**src/rtl/pixsel_pkg.sv**
```systemverilog
package pixsel_pkg;

  localparam logic [7:0] DIRECT_TAG = 8'h03;

  // strobes handed from control to datapath at the output stage
  typedef struct packed {
    logic loadOut;    // a pixel reaches the output register this cycle
    logic useDirect;  // take the delayed direct colour, not the palette
    logic useBgr;     // component order for this pixel
  } pixStrobe_t;

  function automatic logic [31:0] packColor(input logic [7:0] red,
                                            input logic [7:0] green,
                                            input logic [7:0] blue,
                                            input logic       bgrOrder);
    if (bgrOrder) packColor = {8'h00, blue, green, red};
    else          packColor = {8'h00, red, green, blue};
  endfunction

endpackage

```
**src/rtl/pixsel_ctrl.sv**
```systemverilog
module pixsel_ctrl
  import pixsel_pkg::*;
#(
  parameter int LOOKUP_LAT = 2
) (
  input  logic       clk,
  input  logic       rst,
  input  logic       inValid,
  input  logic [7:0] ctrlTag,
  input  logic       useBgr,
  output logic       palRdEn,
  output pixStrobe_t stb,
  output logic       outValid
);

  localparam int CW = $clog2(LOOKUP_LAT + 3);

  logic isDirect;
  logic [LOOKUP_LAT-1:0] vPipe, dPipe, bPipe;

  assign isDirect = (ctrlTag == DIRECT_TAG);
  assign palRdEn  = inValid && !isDirect && !rst;

  // stage 0 captures the input, later stages shift
  always_ff @(posedge clk) begin
    if (rst) begin
      vPipe[0] <= 1'b0;
      dPipe[0] <= 1'b0;
      bPipe[0] <= 1'b0;
    end else begin
      vPipe[0] <= inValid;
      dPipe[0] <= isDirect;
      bPipe[0] <= useBgr;
    end
  end

  for (genvar s = 1; s < LOOKUP_LAT; s++) begin : g_stage
    always_ff @(posedge clk) begin
      if (rst) begin
        vPipe[s] <= 1'b0;
        dPipe[s] <= 1'b0;
        bPipe[s] <= 1'b0;
      end else begin
        vPipe[s] <= vPipe[s-1];
        dPipe[s] <= dPipe[s-1];
        bPipe[s] <= bPipe[s-1];
      end
    end
  end

  assign stb.loadOut   = vPipe[LOOKUP_LAT-1];
  assign stb.useDirect = dPipe[LOOKUP_LAT-1];
  assign stb.useBgr    = bPipe[LOOKUP_LAT-1];

  always_ff @(posedge clk) begin
    if (rst) outValid <= 1'b0;
    else     outValid <= stb.loadOut;
  end

  // occupancy counters guarding R2 and R5
  logic [CW-1:0] inFlight, palPending;
  always_ff @(posedge clk) begin
    if (rst) begin
      inFlight   <= '0;
      palPending <= '0;
    end else begin
      inFlight   <= inFlight + CW'(inValid) - CW'(outValid);
      palPending <= palPending + CW'(palRdEn) - CW'(stb.loadOut && !stb.useDirect);
    end
  end

  a_r5_in_flight_bound: assert property (@(posedge clk) disable iff (rst)
    inFlight <= CW'(LOOKUP_LAT + 1));

  a_r2_palette_pending_bound: assert property (@(posedge clk) disable iff (rst)
    palPending <= CW'(LOOKUP_LAT));

  a_r2_no_strobe_idle: assert property (@(posedge clk) disable iff (rst)
    !inValid |-> !palRdEn);

endmodule

```
**src/rtl/pixsel_dpath.sv**
```systemverilog
module pixsel_dpath
  import pixsel_pkg::*;
#(
  parameter int LOOKUP_LAT = 2
) (
  input  logic        clk,
  input  logic        rst,
  input  logic [23:0] directBgr,
  input  logic        useBgr,
  input  logic [23:0] palRgb,
  input  pixStrobe_t  stb,
  output logic [31:0] pixOut
);

  logic [31:0] directPacked;
  logic [31:0] palPacked;
  logic [23:0] dlyLine [LOOKUP_LAT];

  // direct word bytes: blue 23:16, green 15:8, red 7:0
  assign directPacked = packColor(directBgr[7:0], directBgr[15:8],
                                  directBgr[23:16], useBgr);

  always_ff @(posedge clk) begin
    if (rst) dlyLine[0] <= '0;
    else     dlyLine[0] <= directPacked[23:0];
  end

  for (genvar s = 1; s < LOOKUP_LAT; s++) begin : g_dly
    always_ff @(posedge clk) begin
      if (rst) dlyLine[s] <= '0;
      else     dlyLine[s] <= dlyLine[s-1];
    end
  end

  assign palPacked = packColor(palRgb[23:16], palRgb[15:8], palRgb[7:0],
                               stb.useBgr);

  always_ff @(posedge clk) begin
    if (rst) begin
      pixOut <= '0;
    end else if (stb.loadOut) begin
      pixOut <= stb.useDirect ? {8'h00, dlyLine[LOOKUP_LAT-1]} : palPacked;
    end
  end

  a_r6_hold_when_idle: assert property (@(posedge clk) disable iff (rst)
    !stb.loadOut |=> $stable(pixOut));

  a_r4_top_byte_clear: assert property (@(posedge clk) disable iff (rst)
    stb.loadOut |=> pixOut[31:24] == 8'h00);

endmodule

```
**src/rtl/pixsel_top.sv**
```systemverilog
module pixsel_top
  import pixsel_pkg::*;
#(
  parameter int LOOKUP_LAT = 2
) (
  input  logic        clk,
  input  logic        rst,
  input  logic        inValid,
  input  logic [7:0]  indexByte,
  input  logic [31:0] directWord,
  input  logic [31:0] ctrlWord,
  input  logic        useBgr,
  output logic        palRdEn,
  output logic [7:0]  palAddr,
  input  logic [31:0] palData,
  output logic        outValid,
  output logic [31:0] pixOut
);

  pixStrobe_t stb;

  // bytes that play no part in the result
  logic unusedBits;
  assign unusedBits = ^{ctrlWord[23:0], directWord[31:24], palData[31:24]};

  assign palAddr = indexByte;

  pixsel_ctrl #(.LOOKUP_LAT(LOOKUP_LAT)) u_ctrl (
    .clk      (clk),
    .rst      (rst),
    .inValid  (inValid),
    .ctrlTag  (ctrlWord[31:24]),
    .useBgr   (useBgr),
    .palRdEn  (palRdEn),
    .stb      (stb),
    .outValid (outValid)
  );

  pixsel_dpath #(.LOOKUP_LAT(LOOKUP_LAT)) u_dpath (
    .clk       (clk),
    .rst       (rst),
    .directBgr (directWord[23:0]),
    .useBgr    (useBgr),
    .palRgb    (palData[23:0]),
    .stb       (stb),
    .pixOut    (pixOut)
  );

  a_r7_quiet_after_reset: assert property (@(posedge clk)
    $fell(rst) |-> !outValid && pixOut == 32'h0);

endmodule

```
**config.mk**
```make
export PLATFORM = sky130hd
export DESIGN_NAME = pixsel_top
export DESIGN_NICKNAME = d
export VERILOG_FILES = /design/src/rtl/pixsel_pkg.sv /design/src/rtl/pixsel_ctrl.sv /design/src/rtl/pixsel_dpath.sv /design/src/rtl/pixsel_top.sv
export SDC_FILE = /design/constraint.sdc
export NUM_CORES = 1
export LEC_CHECK = 0
export BUFFER_PORTS_ARGS = -buffer_cell sky130_fd_sc_hd__buf_2
export CORE_ASPECT_RATIO = 1.25
export CORE_MARGIN = 1.5
export CORE_UTILIZATION = 52
export CTS_BUF_LIST = sky130_fd_sc_hd__clkbuf_8
export CTS_CLUSTER_SIZE = 14
export DETAILED_ROUTE_END_ITERATION = 8
export PLACE_DENSITY = 0.89
export SLEW_MARGIN = 25
export SYNTH_ARGS = -nofsm -noshare
export SYNTH_HDL_FRONTEND = slang
export SYNTH_SLANG_ARGS = --single-unit
```
**constraint.sdc**
```tcl
create_clock -name clk -period 4 [get_ports clk]
set_input_delay 0.8 -clock clk [delete_from_list [all_inputs] [get_ports clk]]
set_output_delay 0.8 -clock clk [all_outputs]
set_load 0.01 [all_outputs]
```
; ---- Word level (Yosys, flattened, before mapping)
; Memories as Yosys holds them, arrays and structs flattened.
; Cells that the tools add are included.
[totals]
regBits = 39
ram_bits = 48
in_bits = 108
out_inout_bits = 42
elab_cells = 24
mem_count = 1
[op_classes]
n_eq_ne = 1
mux = 8
bitwise_logic = 2
reduce_logical = 4
[mem_list]
columns = name, words, word_bits, rd, rd_clocked_by_memory_dff, wr, line_no
row1 = u_dpath.dlyLine, 2, 24, 2, 0, 2, pixsel_dpath.sv:17  ; logic [23:0] dlyLine [LOOKUP_LAT];
[op_table]
columns = cell, count
row1 = 24-bit 2-to-1 mux, 5
row2 = "8-bit by 2-bit equality test with 1-bit output, second input constant", 1
row3 = 1-bit 2-to-1 mux, 3
row4 = 1-bit logical AND, 2
row5 = 1-bit logical NOT, 2
row6 = 1-bit bitwise OR, 2

; ---- Logic depth before layout (Yosys ltp)
; Gate-level depths: netlist of the first run.
[logic_depth]
ltp_word = 4
mapped_depth = 5
mapped_depth_nobuf = 2

; ---- Cells and area by module
; From an unflattened synthesis of the first run, not the netlist that was laid out.
[hier_totals]
hier_cells = 288
area_unflattened_um2 = 3134.3
[by_module_without_submodules]
columns = module, n_inst, cells_each, area_per_inst_um2, seq_area_each_um2
row1 = pixsel_dpath, 1, 258, 2831.5, 1441.4
row2 = pixsel_ctrl, 1, 22, 242.7, 140.1
row3 = pixsel_top, 1, 8, 60.1, 0.0

; ---- Least setup slack after synthesis of the first run
; OpenSTA, ideal clock, no wires.
[synth_timing]
kind = input -> output
start = input port rst
end = output port palRdEn
arrival_time_ns = 1.455
required_ns = 3.200
slack_ns = 1.745
cell_stages = 3
n_path_buf = 2
cell_sequence = buf_6 clkbuf_8 a311oi_1
[synth_via]
elab_chain_len = 2
[synth_lines]
columns = element, line_no
row1 = from (decl), pixsel_top.sv:7  ; input logic rst,
row2 = 1-bit logical NOT, pixsel_ctrl.sv:22  ; assign palRdEn = inValid && !isDirect && !rst;
row3 = 1-bit logical AND, pixsel_ctrl.sv:22
row4 = to (decl), pixsel_top.sv:13  ; output logic palRdEn,
; Every way passes these cells.

; ---- Worst setup path in the final report of the first run
[layout_timing]
start = input port ctrlWord[29]
end = output port palRdEn
[layout_via]
elab_chain_len = 4
[layout_lines]
columns = element, line_no
row1 = from (decl), pixsel_top.sv:11  ; input logic [31:0] ctrlWord,
row2 = 8-bit by 2-bit equality test with 1-bit output, pixsel_ctrl.sv:21  ; assign isDirect = (ctrlTag == DIRECT_TAG);
row3 = 1-bit logical NOT, pixsel_ctrl.sv:22
row4 = 1-bit logical AND (2 in series), pixsel_ctrl.sv:22
; Every way passes these cells.

==> impl.org, run 1 <==
** Pwr
- Maximum VDD drop :: 248 µV
- P_leak :: 1.56 nW
- Share of total power in combinational logic :: 9.1%
- Net switching is approximately 22% of the power.
- Internal power summed over all cells :: 1.19 mW
- Share of power burned in registers :: between 50% and 60%
- Power spread over the standard cell area amounts to 419 nW/µm².
- The analysis attributes to net switching a power of 0.337 mW.
- Part of the total power dissipated in the clock network :: 36.1%

** Routing
- Number of nets with antenna violations after routing :: 0
- Drt pass-1 iters :: 6
- Drt initial violations :: 104
- Final Routed Wirelength :: ~5200 µm
- Average wire length per cell after detail routing :: 12.0 µm
- For this block, the via count after detailed routing is 2,096.
- DRC errors left :: 0
- Dividing the detail-routed via count by the number of cells gives 4.80.

** Setup path
- Stage delay of the slowest cell on the critical path :: 350 ps
- Among all stages on the critical path, the largest delay is contributed by sky130_fd_sc_hd__nor4_1.
- Data arrival time at the worst-slack endpoint :: 1540 ps
- In this run the worst path has a maximum fanout of 2.
- Crit path kind :: input pin to output port
- Minimum setup slack among reg-to-reg paths :: 2260 ps
- STA classifies the critical path startpoint as an input pin.
- Series of cell instances along the critical path :: buf_2 > nor4_1 > a311oi_1 > buf_2
- The worst setup path is captured at an output port.
- Endpoint required time on the critical path :: 3200 ps
- CP most frequent cell :: sky130_fd_sc_hd__buf_2

** Finish
- Final net count :: 458
- Inserted Diodes :: 0
- Filler instances :: 523
- Area growth syn-to-layout :: 13.3%
- Storage element area :: roughly 1600 µm²
- Fraction of layout instances using a drive strength above 1 :: 34.4%
- The multi-input combinational cells in the finished layout cover a total of 1330 µm².

** Outcome
- The run finished with clean final reports.

** Floorplan
- After floorplanning, the core was sized to cover 5900 µm².
- Top Ports :: 150
- The die covers 6670 µm².
- Die boundary width :: 73.4 µm
- Starting Density :: 54.6%
- From bottom edge to top edge, the die measures 91.0 µm.
- The floorplan has 31 rows.

** Timing
- Worst slew slack as a fraction of its limit :: 39.0%
- Setup repair after global routing left no endpoint under its margin.
- The final critical path takes up 58.5% of the cycle.
- Endpoints failing hold :: 0
- Final-report setup violation count :: 0
- Hold is met by 436 ps.
- Setup tns final :: 0 ps
- Count of pins over their slew limit :: 0
- Max Clock Skew :: between 6 and 7 ps
- At the pin with the least slew margin, the transition time is roughly 920 ps.
- Based on the critical path, the design can be clocked at up to 427 MHz.
- Minimum period implied by the final worst setup slack :: about 2300 ps

** Clock network
- Cts bufs inserted :: 9
- The number of hold buffers added after CTS was 0.
- For the worst-skew pair, the clock arrives at the later sink with an insertion delay of 330 ps.
- The clock net in this run drives a total of 79 sinks.
- The H-tree was split into 3 levels.
- Clock tree from TritonCTS :: done
- After clock tree synthesis, the setup repair step added 0 buffers.
- Deepest clock path buffer count :: 2
- The tree is rooted in a sky130_fd_sc_hd__clkbuf_8.
- Clock-pin slew was measured on the worst setup and hold paths at roughly 70 ps.
- Post-CTS repair changed the size of 0 cells.

** Synthesis
- Synthesis inferred 79 register bits.
- Summing the areas of all compound-gate instances in the mapped netlist gives between 8 and 9% of the synthesized area.
- Warnings from Yosys :: 0
- Average footprint of a synthesized cell :: 11.3 µm²
- Xor-xnor portion of the synthesized cell area :: 0%
- Library cells used by synthesis :: 23
- Fraction of registers with async set/reset :: 0%
- Post-synthesis instance area :: between 3000 and 4000 µm²
- After technology mapping, the gate count stands at between 200 and 300.
- By area, the combinational part of the netlist is dominated by simple AND/OR/NAND/NOR gates.
- Most frequently used flop master after synthesis :: sky130_fd_sc_hd__dfxtp_1
- Simple-gate area share of the yosys netlist :: roughly a fifth
- Number of synthesized flops with an enable pin :: 0
- Multiplexer cells account for roughly 12% of the synthesized area.
- After Yosys synthesis, full adders, half adders and majority gates account for 0% of the synthesized area.
- Most common cell in the synthesized netlist :: sky130_fd_sc_hd__dfxtp_1
- By area the synthesized netlist is led by sky130_fd_sc_hd__dfxtp_1, sky130_fd_sc_hd__mux2i_1, sky130_fd_sc_hd__nor2b_1.
- Of the post-synthesis cell area, the dominant cell type holds 49.1%.
- Summing the sequential cell areas from Yosys gives between 40% and 50% of the chip area.
- Sorting the synthesized cells by how often they occur yields sky130_fd_sc_hd__dfxtp_1, sky130_fd_sc_hd__mux2i_1, sky130_fd_sc_hd__nor2b_1, sky130_fd_sc_hd__nor2_1.
- The largest total area in the synthesized netlist belongs to sky130_fd_sc_hd__dfxtp_1.

** Run
- Max-Cap Viols :: 0

** Placed design
- Once detailed placement completed, the half-perimeter wirelength came to 3540 µm.
- Buffers placed on the I/O ports in this run total 85.
- Routability-driven placement finished with a final weighted congestion of 0.779.

** Global routing
- Overall global routing resource usage :: 16.3%
- Antenna violations before repair :: 0
- For this run the aggregate overflow at the end of global routing stands at 0.
- Pin count of the biggest net entering global routing :: 96
- Vias in the first global route :: 1,994
- The first global-routing pass estimated 8490 µm of wire.

** Worst hold path
- The tightest min-delay check is of the register to register type.
## power groups by stage
stage          Clock, mW  Combinational [mW]  Sequential [mW]
4_1_cts            0.573               0.141            0.838
3_5_place_dp           0               0.141            0.856
6_report           0.551               0.140            0.838
5_1_grt            0.605               0.155            0.841
2_1_floorplan          0               0.106            0.856
3_3_place_gp           0               0.137            0.855
## cells in the final DEF, fill, tap and decap left out
| cell | netlist | routed |
|---|---|---|
| sky130_fd_sc_hd__and4b_1 | 1 | 1 |
| sky130_fd_sc_hd__o221ai_1 | 6 | 6 |
| sky130_fd_sc_hd__mux2i_1 | 40 | 40 |
| sky130_fd_sc_hd__conb_1 | 1 | 8 |
| sky130_fd_sc_hd__clkbuf_8 | 7 | 10 |
| sky130_fd_sc_hd__nor2b_1 | 37 | 37 |
| sky130_fd_sc_hd__nand2b_1 | 6 | 6 |
| sky130_fd_sc_hd__a211oi_1 | 8 | 8 |
| sky130_fd_sc_hd__and2_0 | 1 | 1 |
| sky130_fd_sc_hd__nand4b_1 | 16 | 16 |
| sky130_fd_sc_hd__o221ai_2 | 10 | 10 |
| sky130_fd_sc_hd__nor4_1 | 1 | 1 |
| sky130_fd_sc_hd__buf_2 | 4 | 85 |
| sky130_fd_sc_hd__buf_4 | 16 | 2 |
| sky130_fd_sc_hd__clkinv_2 | 0 | 3 |
| sky130_fd_sc_hd__or3b_1 | 1 | 1 |
| sky130_fd_sc_hd__bufinv_16 | 0 | 1 |
| sky130_fd_sc_hd__nor2_1 | 26 | 26 |
| sky130_fd_sc_hd__or2b_2 | 10 | 10 |
| sky130_fd_sc_hd__inv_1 | 1 | 3 |
| sky130_fd_sc_hd__a311oi_1 | 1 | 1 |
| sky130_fd_sc_hd__dfxtp_2 | 0 | 1 |
| sky130_fd_sc_hd__dfxtp_1 | 79 | 78 |
## per-layer routing
| metal | vias to the layer above | global-route usage (%) | share of wire [%] |
|---|---|---|---|
| met5 | - | 0 | 0 |
| met4 | 0 | 9.41 | 2.0 |
| met3 | 8 | 4.11 | 5.1 |
| met2 | 65 | 26.6 | 47 |
| met1 | 933 | 19.1 | 46 |
| li1 | 1090 | - | - |
## critical path: cells and delay by family
| kind | cells | cell delay, ps |
|---|---|---|
| buf+inv | 2 | 260 |
| simple gates | 1 | 350 |
| compound gates | 1 | 140 |
## layout make-up
cell class | count | share of cell area [%]
Tap cell | 82 | 2.81
Timing Repair Buffer | 87 | 12.1
Sequential cell | 79 | 43.4
Inverter | 1 | 0.103
Multi-Input combinational cell | 172 | 36.4
Clock inverter | 6 | 1.44
Clock buffer | 10 | 3.77
## metrics by stage
stage               area [µm²]  util [%]  std cells  worst slack (ps)  power [mW]
detailed placement        3460      58.6        421              1670       0.997
finish                    3650      61.9        437              1660        1.53
CTS                       3650      61.8        437              1660        1.55
floorplan                 3240         -        292              1740       0.962
global placement          3460      58.6        421              1690       0.992
global route              3650      61.9        437              1620        1.60
## state kept, by name, summed over array words and instances (netlist names)
register	flops
u_ctrl.outValid	1
u_ctrl.stb	3
u_dpath.dlyLine	48
u_ctrl.bPipe	1
u_ctrl.vPipe	1
u_dpath.pixOut	24
u_ctrl.dPipe	1
## cells by family (layout without fill, tap and decap cells)
logic type             Yosys count  count (layout)
AOI/OAI and AO/OA               25              25
buffers and inverters           41             104
DFF                             79              79
muxes                           40              40
other                            1               8
and+or+nand+nor                 99              99
## final timing paths
kind / from / to / cells past startpoint
worst min-delay path: u_dpath.dlyLine[0][0] / u_dpath.dlyLine[1][0] / 1
worst max register to register: u_ctrl.stb[1] / u_dpath.pixOut[16] / 2
worst min register to register: u_dpath.dlyLine[0][0] / u_dpath.dlyLine[1][0] / 1
worst max-delay path: ctrlWord[29] / palRdEn / 4
Note: power is estimated with default switching activity, not from simulation.
==> run 2: changes to the inputs <==
--- a/config.mk
+++ b/config.mk
@@ -8,11 +8,11 @@
 export BUFFER_PORTS_ARGS = -buffer_cell sky130_fd_sc_hd__buf_2
 export CORE_ASPECT_RATIO = 1.25
 export CORE_MARGIN = 1.5
-export CORE_UTILIZATION = 52
+export CORE_UTILIZATION = 43
 export CTS_BUF_LIST = sky130_fd_sc_hd__clkbuf_8
 export CTS_CLUSTER_SIZE = 14
 export DETAILED_ROUTE_END_ITERATION = 8
-export PLACE_DENSITY = 0.89
+export PLACE_DENSITY = 0.79
 export SLEW_MARGIN = 25
 export SYNTH_ARGS = -nofsm -noshare
 export SYNTH_HDL_FRONTEND = slang
==> constraint.sdc (replaced) <==
create_clock -name clk -period 1.93 [get_ports clk]
set_input_delay 0.386 -clock clk [delete_from_list [all_inputs] [get_ports clk]]
set_output_delay 0.386 -clock clk [all_outputs]
set_load 0.01 [all_outputs]
==> run 2 against run 1 <==
Against the previous run:
- wire length grew 6.0%
- sequential power up 110%
- largest power group unchanged
- non-clock buffer count up 4
- register-to-register slack worse by 1700 ps
- die area is 20% higher
- cell count rose by 3.2%
- combinational power increased by 120%
- critical endpoint unchanged
==> impl.org, run 2 (synthesized netlist as in run 1, its figures left out) <==
** Setup path
- Series of cell instances along the critical path :: buf_2 > nor4_1 > a311oi_1 > buf_2
- Slowest cell on the critical path :: sky130_fd_sc_hd__nor4_1
- The largest single stage delay on the critical path is 320 ps.
- The worst setup path is captured at an output port.
- Endpoint required time on the critical path :: between 1500 and 2000 ps
- Data on the critical path arrives at its endpoint at 1110 ps.
- CP most frequent cell :: sky130_fd_sc_hd__buf_2
- Along the worst path, the maximum fanout reaches 2.
- The worst register-to-register path has a depth of 2.
- STA classifies the critical path startpoint as an input pin.
- Crit path kind :: input pin to output port

** Run
- Across the run, the number of max-cap violations was 0.

** Worst hold path
- Path class of the lowest-slack min-delay path :: input pin to register
- Hold Path Cell Cnt :: 2

** Finish
- Most frequent cells in the layout :: sky130_fd_sc_hd__buf_2, sky130_fd_sc_hd__dfxtp_1, sky130_fd_sc_hd__mux2i_1, sky130_fd_sc_hd__nor2b_1, sky130_fd_sc_hd__nor2_1
- Inserted Diodes :: 0
- Compared with the post-synthesis result, the final layout area differs by 14.9%.
- The filler cells instantiated in the layout total 683.
- Final net count :: 462
- Number of flip-flops in the largest register :: 48
- Fraction of layout instances using a drive strength above 1 :: 35.4%
- Counting flops per register, the top entry is u_dpath.dlyLine.
- Most common library cell in the layout ignoring fill and taps :: sky130_fd_sc_hd__buf_2

** Timing
- PnR worst setup slack :: 429 ps
- For the finished layout, the period the worst path requires is 1500 ps.
- Final-report setup violation count :: 0
- The max-slew violation count came to 0.
- Setup tns final :: 0 ps
- The final hold violation count is 0.
- Worst hold-check slack :: 252 ps
- Static timing analysis puts the maximum clock frequency at between 600 and 700 MHz.
- After layout, the worst path uses 77.8% of the clock period.
- In this run the tightest slew margin relative to its limit is 50.2%.
- Between clock sinks in the finished design, the worst skew comes to 7.42 ps.
- Unrepaired setup endpoints after global routing :: false
- Measured slew at the worst slew-check pin :: 746 ps

** Global routing
- In the global route stage, met1 resource usage came out at 17.9%.
- Global-route met2 utilization :: 23.9%
- Across every metal layer, demand over resource in global routing totals 14.7%.
- Vias in the first global route :: about 2,000
- Antenna violations before repair :: 0
- Global-route layer with the greatest usage :: met2
- Remaining global-route overflow :: 0
- Entering global routing, the biggest net connects 83 pins.
- For met3 alone, demand over resource in global routing was 4.22%.
- The first global-routing pass estimated 9110 µm of wire.

** Floorplan
- The die is 80.4 µm wide.
- Top Ports :: 150
- After floorplanning, the core was divided into 35 placement rows.
- Overall die height :: roughly 100 µm
- Starting Density :: 44.0%
- CORE AREA :: 7310 µm²
- The die covers 8010 µm².

** Clock network
- Number of buffers inserted to repair setup after CTS :: 0
- Clock Latency Late Sink :: between 300 and 400 ps
- Cell at the root of the clock tree :: sky130_fd_sc_hd__clkbuf_8
- Cts bufs inserted :: 9
- In this run, post-CTS repair resized a total of 0 instances.
- Deepest clock path buffer count :: 2
- Clock tree from TritonCTS :: done
- CTS sink count :: 79
- In this run the number of H-tree levels came out at 3.
- The number of hold buffers added after CTS was 0.
- After clock tree synthesis, the clock-pin slew on the worst setup and hold paths is 80 ps.

** Routing
- Count of vias placed by the detailed router :: 2,125
- The count of nets left with antenna violations once routing finished came out at 0.
- Before antenna repair, the detailed router went through 4 iterations.
- Using the TritonRoute via totals, the vias-per-cell ratio works out to 4.71.
- The routed design has 5550 µm of wire.
- Average wire length per cell after detail routing :: 12.3 µm
- In this run, the number of DRC markers left after iteration 0 of detailed routing was 67.
- DRC errors left :: 0

** Pwr
- Summed over all cells, the static leakage comes to 1.58 nW.
- P per Cell Area :: 860 nW/µm²
- VDD sags by at most a little over 500 µV.

** Placed design
- IO Port Bufs :: 85
- Before CTS, the worst setup slack after placement is 282 ps.
- Routability-driven placement finished with a final weighted congestion of between 0.7 and 0.8.
- HPWL Detailed :: 3760 µm

** Outcome
- The flow ran to the end, and the final reports show no timing, DRC or antenna violations.
-- run 2: changes by cell type in the layout (fill, tap and decap cells not counted) --
cell and change:
sky130_fd_sc_hd__inv_1 -2, sky130_fd_sc_hd__dfxtp_2 -1, sky130_fd_sc_hd__clkbuf_8 -1, sky130_fd_sc_hd__dfxtp_1 +1, sky130_fd_sc_hd__clkinv_2 +2, sky130_fd_sc_hd__buf_12 +1
sky130_fd_sc_hd__clkinv_4 +1, sky130_fd_sc_hd__buf_4 +3
-- run 2: critical path, delay by kind of cell --
kind,cells,cell delay [ps]
AOI/OAI and AO/OA,1,150
buffers and inverters,2,260
and+or+nand+nor,1,320
-- run 2: through the flow --
stage               power (mW)  cells  cell area [µm²]  utilization (%)
floorplan                 1.99    292             3240                -
global placement          2.06    435             3510             48.0
detailed placement        2.07    435             3510             48.0
CTS                       3.23    451             3700             50.6
global route              3.34    451             3700             50.6
finish                    3.18    451             3700             50.6
-- run 2: per-layer routing --
metal / share of wire (%) / vias up
li1: - / 1097
met1: 47 / 956
met2: 46 / 62
met3: 5.0 / 10
met4: 1.4 / 0
met5: 0 / -
-- run 2: cell type report --
class                      count  area, µm²  share of cell area [%]
clock inverter                 7       63.8                    1.73
tap                           92        115                    3.11
timing repair buffer          91        483                    13.1
inverter                       1       3.75                   0.101
multi-input combinational    172       1330                    35.9
sequential                    79       1580                    42.8
clock buffer                   9        124                    3.35
-- run 2: final timing paths --
check                           slack [ps]                      to                   from
worst min-delay path                   250  u_dpath.dlyLine[0][11]         directWord[11]
worst max-delay path                   430                 palRdEn           ctrlWord[29]
worst max register to register         560      u_dpath.pixOut[16]          u_ctrl.stb[1]
worst min register to register         440   u_dpath.dlyLine[1][4]  u_dpath.dlyLine[0][4]
-- run 2: where the power goes --
group	total, mW	internal (mW)	switching (mW)
Clock	1.15	0.588	0.563
Sequential	1.73	1.71	0.0214
Combinational	0.303	0.149	0.154
Total	3.18	2.44	0.738
==> run 3: changes to the inputs <==
--- a/config.mk
+++ b/config.mk
@@ -8,11 +8,11 @@
 export BUFFER_PORTS_ARGS = -buffer_cell sky130_fd_sc_hd__buf_2
 export CORE_ASPECT_RATIO = 1.25
 export CORE_MARGIN = 1.5
-export CORE_UTILIZATION = 43
+export CORE_UTILIZATION = 48
 export CTS_BUF_LIST = sky130_fd_sc_hd__clkbuf_8
 export CTS_CLUSTER_SIZE = 14
 export DETAILED_ROUTE_END_ITERATION = 8
-export PLACE_DENSITY = 0.79
+export PLACE_DENSITY = 0.83
 export SLEW_MARGIN = 25
 export SYNTH_ARGS = -nofsm -noshare
 export SYNTH_HDL_FRONTEND = slang
==> constraint.sdc (replaced) <==
create_clock -name clk -period 1.4 [get_ports clk]
set_input_delay 0.28 -clock clk [delete_from_list [all_inputs] [get_ports clk]]
set_output_delay 0.28 -clock clk [all_outputs]
set_load 0.01 [all_outputs]
==> run 3 against run 2 <==
Against the previous run:
- power rose by 42%
- clock power is 50% higher
- die area fell by 10%
- worst setup slack got worse by 340 ps
- combinational power up 39%
- cell count shrank 0.67%
- hold slack got worse by 110 ps
- clock-buffer cell count unchanged
- largest power group unchanged
==> impl.org, run 3 (synthesized netlist as in run 1, its figures left out) <==
** Setup path
- At the worst endpoint, the arrival time is 1030 ps.
- Endpoint required time on the critical path :: roughly 1100 ps
- The worst setup path is captured at an output port.
- Crit path kind :: input pin to output port
- Critical path peak fanout :: 2
- The worst setup path is launched from an input pin.

** Outcome
- Result of the run :: finished, final reports clean

** Floorplan
- The die covers 7210 µm².
- After floorplanning, the core was sized to cover 6520 µm².
- The die is roughly 95 µm tall.
- For this design the top-level I/O count stands at 150.
- Starting Density :: 49.3%
- Core Rows :: 33
- The floorplan step set the die width to 76.2 µm.

** Placed design
- The congestion estimate from routability-driven global placement came to 0.683.
- At the placement stage, the worst setup path has a slack of 41.8 ps.
- Area post-placement :: 3520 µm²
- IO Port Bufs :: 85
- After legalization and detailed placement, the total HPWL measured 3780 µm.

** Timing
- Endpoints failing hold :: 0
- The max-slew violation count is 0.
- For the final routed database, the setup TNS stands at 0 ps.
- Minimum period implied by the final worst setup slack :: about 1300 ps
- Setup violations remaining at the end of the flow were counted as 0.
- Timing would allow up to 764 MHz.
- PnR worst setup slack :: 90.7 ps
- The final critical path takes up 93.5% of the cycle.
- Max Clock Skew :: 9.45 ps
- Unrepaired setup endpoints after global routing :: false

** Pwr
- Maximum VDD drop :: 710 µV
- Pwr Total :: 4.52 mW
- P_leak :: 1.60 nW
- P per Cell Area :: 1210 nW/µm²

** Clock network
- Number of buffers inserted to repair setup after CTS :: 0
- CTS sink count :: 79
- TritonCTS built the clock tree.
- Clock transition at the register clock pins on the worst setup and hold paths after CTS :: 80 ps
- Cell at the root of the clock tree :: sky130_fd_sc_hd__clkbuf_8
- Deepest clock path buffer count :: 2
- At the later pin of the worst-skew pair, clock insertion delay measures about 340 ps.
- The clock tree synthesis step divided the H-tree into 3 levels.
- Cts bufs inserted :: 9

** Finish
- u_dpath.dlyLine holds more flip-flops than any other register.
- Cells with a size suffix above 1 make up roughly a third of the layout.
- Most common library cell in the layout ignoring fill and taps :: sky130_fd_sc_hd__buf_2
- Filler instances :: 614
- Design area :: 3730 µm²
- The register with the most flip-flops in the layout has 48 of them.
- Post-route core utilization :: 57.2%
- 0 antenna diodes ended up in the layout.
- In the layout the commonest cells are sky130_fd_sc_hd__buf_2, sky130_fd_sc_hd__dfxtp_1, sky130_fd_sc_hd__mux2i_1, sky130_fd_sc_hd__nor2b_1, sky130_fd_sc_hd__nor2_1.
- Final net count :: 464
- Compared with the post-synthesis result, the final layout area differs by 16.0%.

** Routing
- Final Routed Wirelength :: 5420 µm
- In this run the remaining antenna-violating nets after routing total 0.
- The first detailed-routing pass took 4 iterations.
- For this run, design rule violations remaining after detail routing come to 0.
- The routed layout has 2,126 vias.
- After detailed routing, the number of vias per cell comes to approximately 4.7.
- The detailed router finished its first iteration with 110 violations.
- Average wire length per cell after detail routing :: between 10 and 15 µm

** Global routing
- Pin count of the biggest net entering global routing :: roughly 70
- The via count of the first global-routing pass came to 1,983.
- Overall global routing resource usage :: 15.5%
- Wire length of the first global-routing pass :: 8740 µm
- The number of antenna violations at the first check in global routing was 0.
- Remaining global-route overflow :: 0

** Run
- Max-cap violations in this run came to 0.

** Worst hold path
- Path class of the lowest-slack min-delay path :: input pin to register
==> run 3: final timing paths <==
| kind | start | end | slack (ps) | cells past startpoint |
|---|---|---|---|---|
| worst min register to register | u_dpath.dlyLine[0][2] | u_dpath.dlyLine[1][2] | 440 | 1 |
| worst min-delay path | directWord[10] | u_dpath.dlyLine[0][10] | 140 | 2 |
| worst max-delay path | ctrlWord[25] | palRdEn | 90 | 4 |
| worst max register to register | u_ctrl.stb[2] | u_dpath.pixOut[20] | 240 | 3 |
==> run 3: layer usage <==
| metal | vias to the layer above | GRT usage (%) | wire length (µm) |
|---|---|---|---|
| li1 | 1099 | - | - |
| met1 | 948 | 17.9 | 2510 |
| met2 | 66 | 26.0 | 2520 |
| met3 | 13 | 3.48 | 279 |
| met4 | 0 | 10.0 | 114 |
| met5 | - | 0 | 0 |
==> run 3: final cells by class <==
cell class | instances | area, µm² | area share (%)
repair buffers | 93 | 500 | 13.4
inverters | 1 | 3.75 | 0.101
clock inverters | 7 | 81.3 | 2.18
flip-flops and latches | 79 | 1580 | 42.4
multi-input cells | 172 | 1330 | 35.7
clock buffers | 9 | 124 | 3.32
well taps | 87 | 109 | 2.92
==> run 3: timing repair <==
action | CTS | global route
endpoints found under the hold margin | 0 | 0
endpoints found under the setup margin | 0 | 1
gates resized for setup | 0 | 1
hold buffers | 0 | 0
==> run 3: critical path, cell delays in order <==
cell and delay (ps):
sky130_fd_sc_hd__buf_2 90, sky130_fd_sc_hd__and2_0 160, sky130_fd_sc_hd__a311oi_1 310, sky130_fd_sc_hd__buf_2 190
==> run 3: report_power, final <==
group          leakage (nW)  switching (mW)  internal (mW)
clock                 0.117           0.738          0.979
sequential            0.650          0.0303           2.35
combinational         0.835           0.213          0.209
total                  1.60           0.981           3.54
==> run 3: per-stage QoR <==
step	hold WS, ps	cells
2_1_floorplan	408	292
3_3_place_gp	418	432
3_5_place_dp	427	432
4_1_cts	129	448
5_1_grt	135	448
6_report	144	448
